### src/rtl/i2c_errmon_pkg.sv
package i2c_errmon_pkg;
  typedef struct packed {
    logic bus_err;
    logic ack_fail;
    logic arb_lost;
  } err_flags_t;

  typedef enum logic [1:0] {
    LINE_SCL = 2'd0,
    LINE_SDA = 2'd1
  } line_idx_e;
endpackage

### src/rtl/i2c_line_cond.sv
module i2c_line_cond #(
  parameter int SYNC_STAGES = 2
) (
  input  logic clk,
  input  logic rst,
  input  logic scl_pin,
  input  logic sda_pin,
  output logic scl_lvl,
  output logic sda_lvl,
  output logic scl_rise,
  output logic scl_fall,
  output logic start_det,
  output logic stop_det
);
  import i2c_errmon_pkg::*;

  localparam int NLINES = 2;

  logic [NLINES-1:0] line_raw;
  logic [NLINES-1:0] line_s;
  logic [NLINES-1:0] line_p;

  assign line_raw[LINE_SCL] = scl_pin;
  assign line_raw[LINE_SDA] = sda_pin;

  // one synchronizer chain per line; idle bus level is high
  for (genvar g = 0; g < NLINES; g++) begin : g_sync
    logic [SYNC_STAGES-1:0] chain;
    always_ff @(posedge clk) begin
      if (rst) chain <= '1;
      else     chain <= {chain[SYNC_STAGES-2:0], line_raw[g]};
    end
    assign line_s[g] = chain[SYNC_STAGES-1];
  end

  always_ff @(posedge clk) begin
    if (rst) line_p <= '1;
    else     line_p <= line_s;
  end

  assign scl_lvl   = line_s[LINE_SCL];
  assign sda_lvl   = line_s[LINE_SDA];
  assign scl_rise  = line_s[LINE_SCL] & ~line_p[LINE_SCL];
  assign scl_fall  = ~line_s[LINE_SCL] & line_p[LINE_SCL];
  assign start_det = line_s[LINE_SCL] & line_p[LINE_SCL] &
                     line_p[LINE_SDA] & ~line_s[LINE_SDA];
  assign stop_det  = line_s[LINE_SCL] & line_p[LINE_SCL] &
                     ~line_p[LINE_SDA] & line_s[LINE_SDA];

  p_cond_exclusive_r1: assert property (@(posedge clk) disable iff (rst)
    !(start_det && stop_det));
endmodule

### src/rtl/i2c_pulse_cnt.sv
module i2c_pulse_cnt #(
  parameter int FRAME_PULSES = 9,
  parameter int CNT_W        = $clog2(FRAME_PULSES + 1)
) (
  input  logic             clk,
  input  logic             rst,
  input  logic             scl_rise,
  input  logic             scl_fall,
  input  logic             cond_det,
  output logic [CNT_W-1:0] cnt
);
  localparam logic [CNT_W-1:0] LAST = CNT_W'(FRAME_PULSES);

  always_ff @(posedge clk) begin
    if (rst || cond_det)                cnt <= '0;
    else if (scl_fall && cnt == LAST)   cnt <= '0;
    else if (scl_rise && cnt != LAST)   cnt <= cnt + 1'b1;
  end

  p_cnt_range_r2: assert property (@(posedge clk) disable iff (rst)
    cnt <= LAST);
  p_cnt_cond_clear_r1: assert property (@(posedge clk) disable iff (rst)
    cond_det |=> cnt == '0);
endmodule

### src/rtl/i2c_bus_state.sv
module i2c_bus_state (
  input  logic clk,
  input  logic rst,
  input  logic start_det,
  input  logic stop_det,
  input  logic early_win,
  input  logic arb_evt,
  input  logic start_req,
  input  logic mode_in,
  output logic busy,
  output logic master_mode
);
  always_ff @(posedge clk) begin
    if (rst)                          busy <= 1'b0;
    else if (start_det && !early_win) busy <= 1'b1;
    else if (start_det || stop_det)   busy <= 1'b0;
  end

  always_ff @(posedge clk) begin
    if (rst)            master_mode <= 1'b0;
    else if (arb_evt)   master_mode <= 1'b0;
    else if (start_req) master_mode <= mode_in;
  end

  p_early_busy_r3: assert property (@(posedge clk) disable iff (rst)
    ((start_det || stop_det) && early_win) |=> !busy);
  p_stop_busy_r1: assert property (@(posedge clk) disable iff (rst)
    stop_det |=> !busy);
  p_arb_master_r6: assert property (@(posedge clk) disable iff (rst)
    arb_evt |=> !master_mode);
endmodule

### src/rtl/i2c_err_flags.sv
module i2c_err_flags (
  input  logic clk,
  input  logic rst,
  input  logic berr_evt,
  input  logic nack_evt,
  input  logic ack_reraise,
  input  logic arb_evt,
  input  logic sr2_read,
  input  logic start_req,
  input  logic stop_req,
  input  logic int_en,
  output logic bus_err,
  output logic ack_fail,
  output logic arb_lost,
  output logic evt,
  output logic irq
);
  import i2c_errmon_pkg::*;

  err_flags_t flg_q, flg_n;
  logic       clr;
  logic       set_any;
  logic       evt_n;

  assign clr     = sr2_read | start_req | stop_req;
  assign set_any = berr_evt | nack_evt | ack_reraise | arb_evt;

  always_comb begin
    flg_n = flg_q;
    if (clr) flg_n = '0;
    if (berr_evt)                flg_n.bus_err  = 1'b1;
    if (nack_evt || ack_reraise) flg_n.ack_fail = 1'b1;
    if (arb_evt)                 flg_n.arb_lost = 1'b1;
    evt_n = set_any | (evt & (|flg_n));
  end

  always_ff @(posedge clk) begin
    if (rst) begin
      flg_q <= '0;
      evt   <= 1'b0;
      irq   <= 1'b0;
    end else begin
      flg_q <= flg_n;
      evt   <= evt_n;
      irq   <= evt_n & int_en;
    end
  end

  assign bus_err  = flg_q.bus_err;
  assign ack_fail = flg_q.ack_fail;
  assign arb_lost = flg_q.arb_lost;

  p_evt_clear_r7: assert property (@(posedge clk) disable iff (rst)
    !(bus_err || ack_fail || arb_lost) |-> !evt);
  p_irq_enable_r7: assert property (@(posedge clk) disable iff (rst)
    $rose(irq) |-> $past(int_en));
  p_read_clears_r5: assert property (@(posedge clk) disable iff (rst)
    (sr2_read && !nack_evt && !ack_reraise) |=> !ack_fail);
  p_req_clears_r8: assert property (@(posedge clk) disable iff (rst)
    ((start_req || stop_req) && !set_any) |=> !(bus_err || ack_fail || arb_lost));
endmodule

### src/rtl/i2c_err_monitor.sv
module i2c_err_monitor #(
  parameter int SYNC_STAGES   = 2,
  parameter int FRAME_PULSES  = 9,
  parameter int EARLY_PULSES  = 2
) (
  input  logic clk,
  input  logic rst,
  input  logic scl_pin,
  input  logic sda_pin,
  input  logic sda_drv_low,
  input  logic mode_in,
  input  logic tx_dir,
  input  logic int_en,
  input  logic sr2_read,
  input  logic start_req,
  input  logic stop_req,
  output logic busy,
  output logic master_mode,
  output logic bus_err,
  output logic ack_fail,
  output logic arb_lost,
  output logic evt,
  output logic irq
);
  localparam int CNT_W = $clog2(FRAME_PULSES + 1);
  localparam logic [CNT_W-1:0] LAST_PULSE = CNT_W'(FRAME_PULSES);
  localparam logic [CNT_W-1:0] DATA_LAST  = CNT_W'(FRAME_PULSES - 1);
  localparam logic [CNT_W-1:0] EARLY_LAST = CNT_W'(EARLY_PULSES);

  logic             scl_lvl, sda_lvl, scl_rise, scl_fall;
  logic             start_det, stop_det, cond_det;
  logic [CNT_W-1:0] cnt;
  logic             early_win, late_win;
  logic             berr_evt, nack_evt, ack_reraise, arb_evt;

  i2c_line_cond #(.SYNC_STAGES(SYNC_STAGES)) u_lines (
    .clk(clk), .rst(rst), .scl_pin(scl_pin), .sda_pin(sda_pin),
    .scl_lvl(scl_lvl), .sda_lvl(sda_lvl), .scl_rise(scl_rise),
    .scl_fall(scl_fall), .start_det(start_det), .stop_det(stop_det)
  );

  assign cond_det = start_det | stop_det;

  i2c_pulse_cnt #(.FRAME_PULSES(FRAME_PULSES), .CNT_W(CNT_W)) u_cnt (
    .clk(clk), .rst(rst), .scl_rise(scl_rise), .scl_fall(scl_fall),
    .cond_det(cond_det), .cnt(cnt)
  );

  // frame position decode
  assign early_win = (cnt != '0) && (cnt <= EARLY_LAST);
  assign late_win  = (cnt > EARLY_LAST);

  assign berr_evt    = cond_det & late_win;
  assign nack_evt    = scl_rise & (cnt == DATA_LAST) & tx_dir & sda_lvl;
  assign ack_reraise = sr2_read & (cnt == LAST_PULSE) & scl_lvl & tx_dir & sda_lvl;
  assign arb_evt     = scl_rise & master_mode & tx_dir & ~sda_drv_low &
                       ~sda_lvl & (cnt < DATA_LAST);

  i2c_bus_state u_state (
    .clk(clk), .rst(rst), .start_det(start_det), .stop_det(stop_det),
    .early_win(early_win), .arb_evt(arb_evt), .start_req(start_req),
    .mode_in(mode_in), .busy(busy), .master_mode(master_mode)
  );

  i2c_err_flags u_flags (
    .clk(clk), .rst(rst), .berr_evt(berr_evt), .nack_evt(nack_evt),
    .ack_reraise(ack_reraise), .arb_evt(arb_evt), .sr2_read(sr2_read),
    .start_req(start_req), .stop_req(stop_req), .int_en(int_en),
    .bus_err(bus_err), .ack_fail(ack_fail), .arb_lost(arb_lost),
    .evt(evt), .irq(irq)
  );

  p_berr_cause_r2: assert property (@(posedge clk) disable iff (rst)
    $rose(bus_err) |-> $past(cond_det));
  p_early_no_berr_r3: assert property (@(posedge clk) disable iff (rst)
    (cond_det && early_win && !bus_err && !start_req) |=> !bus_err || $past(sr2_read));
  p_rx_no_af_r4: assert property (@(posedge clk) disable iff (rst)
    (!tx_dir && !ack_fail) |=> !ack_fail);
  p_ack_slot_r10: assert property (@(posedge clk) disable iff (rst)
    (scl_rise && cnt == DATA_LAST && !arb_lost) |=> !arb_lost);
endmodule

### config.mk
export PLATFORM = sky130hd
export DESIGN_NAME = i2c_err_monitor
export DESIGN_NICKNAME = d
export VERILOG_FILES = /design/src/rtl/i2c_errmon_pkg.sv /design/src/rtl/i2c_line_cond.sv /design/src/rtl/i2c_pulse_cnt.sv /design/src/rtl/i2c_bus_state.sv /design/src/rtl/i2c_err_flags.sv /design/src/rtl/i2c_err_monitor.sv
export SDC_FILE = /design/constraint.sdc
export NUM_CORES = 1
export LEC_CHECK = 0
export CAP_MARGIN = 0
export CORE_MARGIN = 4
export CORE_UTILIZATION = 35
export CTS_CLUSTER_SIZE = 10
export DETAILED_ROUTE_END_ITERATION = 12
export GPL_ROUTABILITY_DRIVEN = 0
export HOLD_SLACK_MARGIN = 0.02
export REMOVE_ABC_BUFFERS = 1
export SLEW_MARGIN = 40
export SYNTH_ARGS = -nofsm -noshare
export SYNTH_HDL_FRONTEND = slang
export SYNTH_SLANG_ARGS = --single-unit
### constraint.sdc
create_clock -name clk -period 4.8 [get_ports clk]
set_input_delay 1.44 -clock clk [delete_from_list [all_inputs] [get_ports clk]]
set_output_delay 1.44 -clock clk [all_outputs]
set_load 0.01 [all_outputs]
=== After elaboration in Yosys (flattened, before gate mapping) ===
Index checks and enable logic that the tools add are counted.

* $add $sub $neg: 1
* Magnitude comparators: 3
* Equal/unequal tests: 3
* Multiplexer cells: 6
* Bitwise gates (word level): 34
* Reduce and logical (&&, ||, !) cells: 13

{| class="wikitable"
|+ Operator list
! operator !! number
|-
| 1-bit bitwise AND || 22
|-
| 4-bit equality test (second input constant) || 2
|-
| 1-bit OR || 7
|-
| 1-bit 2-to-1 mux || 5
|-
| 1-bit NOT || 5
|-
| 4-bit by 1-bit adder with 4-bit output (second input constant) || 1
|-
| 4-bit by 2-bit > comparator with 1-bit output (second input constant) || 1
|-
| 4-bit by 2-bit <= comparator with 1-bit output (second input constant) || 1
|-
| 1-bit logical AND || 4
|-
| 4-bit < comparator (second input constant) || 1
|-
| 4-bit inequality test (second input constant) || 1
|-
| 4-bit nonzero test || 1
|-
| 2-bit OR reduction || 2
|-
| 1-bit logical OR || 3
|-
| 3-bit 2-to-1 mux || 1
|-
| 3-bit OR reduction || 1
|-
| 2-bit nonzero test || 1
|-
| 1-bit logical NOT || 1
|}

* Register bits after elaboration: 17
* Bits of input ports: 11
* Word-level logic and storage cells: 71

=== Longest topological paths before layout ===
* Word-level depth: 12
* Mapped depth: 6
* Mapped depth without buffers: 6

=== Modules after synthesis ===
From an unflattened synthesis, not the netlist that was laid out.

* Cells, all modules: 81
* Area total of the unflattened synthesis: 777.0 µm²

{| class="wikitable"
|+ By module, submodules not included
! module !! instances !! cells an instance !! area each (µm²) !! seq. area each (µm²)
|-
| i2c_pulse_cnt || 1 || 23 || 214.0 || 80.1
|-
| i2c_err_flags || 1 || 22 || 211.5 || 100.1
|-
| i2c_line_cond || 1 || 16 || 190.2 || 120.1
|-
| i2c_err_monitor || 1 || 13 || 85.1 || 0.0
|-
| i2c_bus_state || 1 || 7 || 76.3 || 40.0
|}

=== Worst setup path before layout ===
No wires, ideal clock.

* Path type: in2reg
* Start: in start_req
* End: reg u_flags.irq
* Arrival: 2169 ps
* Data required time: 4727 ps
* Path slack: 2559 ps
* Cell stages on the path: 4
* Path buffers: 0
* Path through: nor3_1 > o311a_1 > nor4_2 > nor3b_2

* Longest elaborated chain between the ends: 8
* Elaborated cells on any way between the ends: 10
* Classes of those cells: 4 x mux; 5 x bitwise; 1 x reduce/logical

{| class="wikitable"
|+ RTL lines
! element !! line !! RTL
|-
| start: declaration || i2c_err_monitor.sv:15 || <nowiki>input logic start_req,</nowiki>
|-
| 1-bit OR (*) (2 in series) || i2c_err_flags.sv:25 || <nowiki>assign clr = sr2_read | start_req | stop_req;</nowiki>
|-
| 3-bit 2-to-1 mux (*) || i2c_err_flags.sv:30 || <nowiki>if (clr) flg_n = '0;</nowiki>
|-
| 1-bit 2-to-1 mux, on equally long branches || i2c_err_flags.sv:33, i2c_err_flags.sv:31, i2c_err_flags.sv:32 ||
|-
| 3-bit OR reduction (*) || i2c_err_flags.sv:34 || <nowiki>evt_n = set_any | (evt & (|flg_n));</nowiki>
|-
| 1-bit bitwise AND (*) || i2c_err_flags.sv:34 ||
|-
| 1-bit OR (*) || i2c_err_flags.sv:34 ||
|-
| 1-bit bitwise AND (*) || i2c_err_flags.sv:45 || <nowiki>irq <= evt_n & int_en;</nowiki>
|-
| end signal: assignment || i2c_err_flags.sv:45 ||
|-
| end: declaration || i2c_err_flags.sv:16 || <nowiki>output logic irq</nowiki>
|}

Mark *: on every way between the ends. The rest lies on a longest branch, timed or not.
A chain may end at the register's enable or synchronous reset.

=== Final worst setup path ===
* Start: reg u_flags.flg_q (netlist bit u_flags.ack_fail)
* End: out ack_fail

{| class="wikitable"
|+ RTL lines
! element !! line !! RTL
|-
| start: declaration || i2c_err_flags.sv:20 || <nowiki>err_flags_t flg_q, flg_n;</nowiki>
|-
| start signal: assignment || i2c_err_flags.sv:43 || <nowiki>flg_q <= flg_n;</nowiki>
|-
| end: declaration || i2c_err_monitor.sv:20 || <nowiki>output logic ack_fail,</nowiki>
|}

No word-level cell between the ends.

==> flow_summary_export.csv <==
group,metric,value,unit
critical_path,path_delay_family,"buffers and inverters",
final_layout,final_cell_mix,"clkdlybuf4s50_1, dfxtp_1, nor2_1, or2_2, a21oi_1",
route,dr_wl_met3,77,microns
grt,grt-ovfl-total,0,
synth,synth-warning-count,0,
grt,grt_pass1_wl,2410,microns
cts,ctsRootBufferMaster,"clkbuf_4",
final_layout,drive_gt1_frac,0.133,
critical_path,crit_buf_inv,1,
synth,synth.avg_cell_area,9.74,sq um
cts,cts_setup_buffers,0,
floorplanning,initial_utilization,0.379,
cts,worstSkewPairLatency,280,ps
synth,synth_area_leaders,"dfxtp_1, ha_1, or2_2, nor2_1, a2111oi_4",
critical_path,crit_path_max_incr_delay,550,ps
timing,setup_viol,0,
critical_path,crit_slowest_cell,"clkdlybuf4s50_1",
timing,rsz0062_at_grt,"no",
cts,clk_path_buf_depth,2,
grt,grtUsageTotal,0.115,
floorplanning,std_cell_rows,16,
route,drc,0,
timing,drv_slew,0,
floorplanning,core,2000,sq um
job,drv_cap,0,
route,num_vias,590,
cts,cts.clk_slew.worst_paths,90,ps
placement,hpwl,1120,microns
power_and_ir_drop,power_frac_seq,0.607,
final_layout,diodes,0,
timing,tns,0,ps
power_and_ir_drop,p_int,191,uW
timing,layout_setup_ws,2160,ps
critical_path,crit_required,3360,ps
floorplanning,die_x,54.6,microns
power_and_ir_drop,p_leak,0.000377,uW
route,highest_layer,"met4",
power_and_ir_drop,ir_drop,0.214,mV
timing,fin_worst_skew,5.40,ps
cts,cts_buffers,3,
route,dr.first_iter.drc_count,5,
placement,dpl_cell_area,960,sq um
grt,grt_max_degree,15,
synth,ys_seq_area_frac,0.448,
timing,tightest_slew,472,ps
placement,numPortBuffers,17,
final_layout,final_net_count,114,
synth,synth_area,759,sq um
cts,cts_tree,"done",
final_layout,syn_to_final_growth,29.8,%
power_and_ir_drop,clockPowerShare,0.298,
cts,cts-hold-fix-buffers,0,
critical_path,start_kind,"register",
route,routed_wl,1390,microns
grt,grt_pass1_vias,589,
synth,synth_top_cell_area_share,0.448,
timing,fin_crit_sh,0.550,
power_and_ir_drop,p_sw,51.3,uW
final_layout,finish.utilization,0.493,
critical_path,cp-end-kind,"output pin",
route,via_per_inst,4.72,
timing,max_freq,379,MHz
synth,synthDistinctLibCells,29,
route,antenna_left,0,
floorplanning,die_area,2980,sq um
floorplanning,die_y,54.6,microns
grt,antenna_found_initial,0,
cts,cts_resized,0,
synth,ys_ff_latch,17,
route,dr.pass1.iters,4,
power_and_ir_drop,p_comb_frac,0.096,
critical_path,cp_max_fo,3,
synth,syn_inst,78,
placement,dp_slack,2000,ps
power_and_ir_drop,powerDensity,246,nW/um^2
critical_path,path_cells,"clkdlybuf4s50_1",
cts,cts.htree.levels,1,
floorplanning,io_pins,18,
synth,synth_top_area_cell,"dfxtp_1",
route,routedWlPerCell,11.1,microns
critical_path,critPathKind,"register to output pin",
timing,max_slew_margin,0.685,
route,met1_length,580,microns
min_path,hold_class,"register to register",
final_layout,finish.instance_area,986,sq um
timing,hold_viol,0,
power_and_ir_drop,swShare,0.212,
power_and_ir_drop,power,242,uW
cts,clock_sinks,17,
critical_path,arrival,1200,ps
route,wl_met2,713,microns
run_status,outcome,"completed",
timing,fin_crit,2640,ps
registers in the layout (all words and copies together) (netlist names):
name / cells
u_lines.line_p: 2
u_lines.g_sync.chain: 4
u_flags.ack_fail: 1
u_cnt.cnt: 4
u_flags.irq: 1
u_flags.evt: 1
u_state.master_mode: 1
u_flags.bus_err: 1
u_flags.arb_lost: 1
u_state.busy: 1
power by group through the flow:
| stage | sequential [uW] | combinational (uW) | clock (uW) |
|---|---|---|---|
| 2_1_floorplan | 150 | 9.54 | 0 |
| 3_3_place_gp | 150 | 23.1 | 0 |
| 3_5_place_dp | 150 | 23.3 | 0 |
| 4_1_cts | 147 | 23.4 | 76.3 |
| 5_1_grt | 148 | 25.4 | 81.2 |
| 6_report | 147 | 23.1 | 72.0 |
metrics by stage:
| stage | std cells | hold WS [ps] |
|---|---|---|
| global placement | 121 | 396 |
| floorplan | 77 | 389 |
| finish | 125 | 414 |
| global route | 125 | 439 |
| CTS | 125 | 418 |
| detailed placement | 121 | 395 |
per-layer routing:
metal / up-vias / track usage
li1: 310 / -
met1: 267 / 0.127
met2: 11 / 0.187
met3: 2 / 0.0490
met4: 0 / 0.0539
met5: - / 0
area by class of cell:
cell class / count / area (sq um)
flip-flops and latches: 17 / 340
fillers: 185 / 1020
well taps: 27 / 33.8
clock buffers: 4 / 26.3
repair buffers: 17 / 170
inverters: 4 / 15.0
multi-input cells: 56 / 400
cells in the mapped netlist (all sizes together):
library cell	n
or2	6
nand2	4
nand3	3
nor3b	2
nor3	2
nor4	1
or3	1
and2	1
clkbuf	1
nand4	1
a2111oi	1
nor2b	1
or2b	1
nand3b	1
xor2	1
inv	4
dfxtp	17
o311a	1
a311oi	1
and4b	1
mux2i	2
a21oi	5
nor2	9
a21o	1
a211oi	1
xnor2	3
o21ai	2
ha	4
cell families (layout without fill, tap and decap cells):
group,after synthesis,after routing,synth area share
AOI/OAI and AO/OA,12,12,0.127
xor gates and xnor gates,4,4,0.0461
adders and majority gates,4,4,0.0659
buffers and inverters,5,25,0.0247
DFF,17,17,0.448
muxes,2,2,0.0264
and+or+nand+nor,34,34,0.262
path summary, 6_finish.rpt:
path / start / end / slack, ps / cells past startpoint
setup / recovery: u_flags.ack_fail$_SDFF_PP0_ / ack_fail / 2160 / 1
hold / removal: u_lines.g_sync[0].chain[0]$_SDFF_PP1_ / u_lines.g_sync[0].chain[1]$_SDFF_PP1_ / 410 / 1
setup reg to reg: u_cnt.cnt[0]$_SDFFE_PP0P_ / u_flags.irq$_SDFF_PP0_ / 3120 / 6
hold reg to reg: u_lines.g_sync[0].chain[0]$_SDFF_PP1_ / u_lines.g_sync[0].chain[1]$_SDFF_PP1_ / 410 / 1
Note: power is estimated with default switching activity, not from simulation.
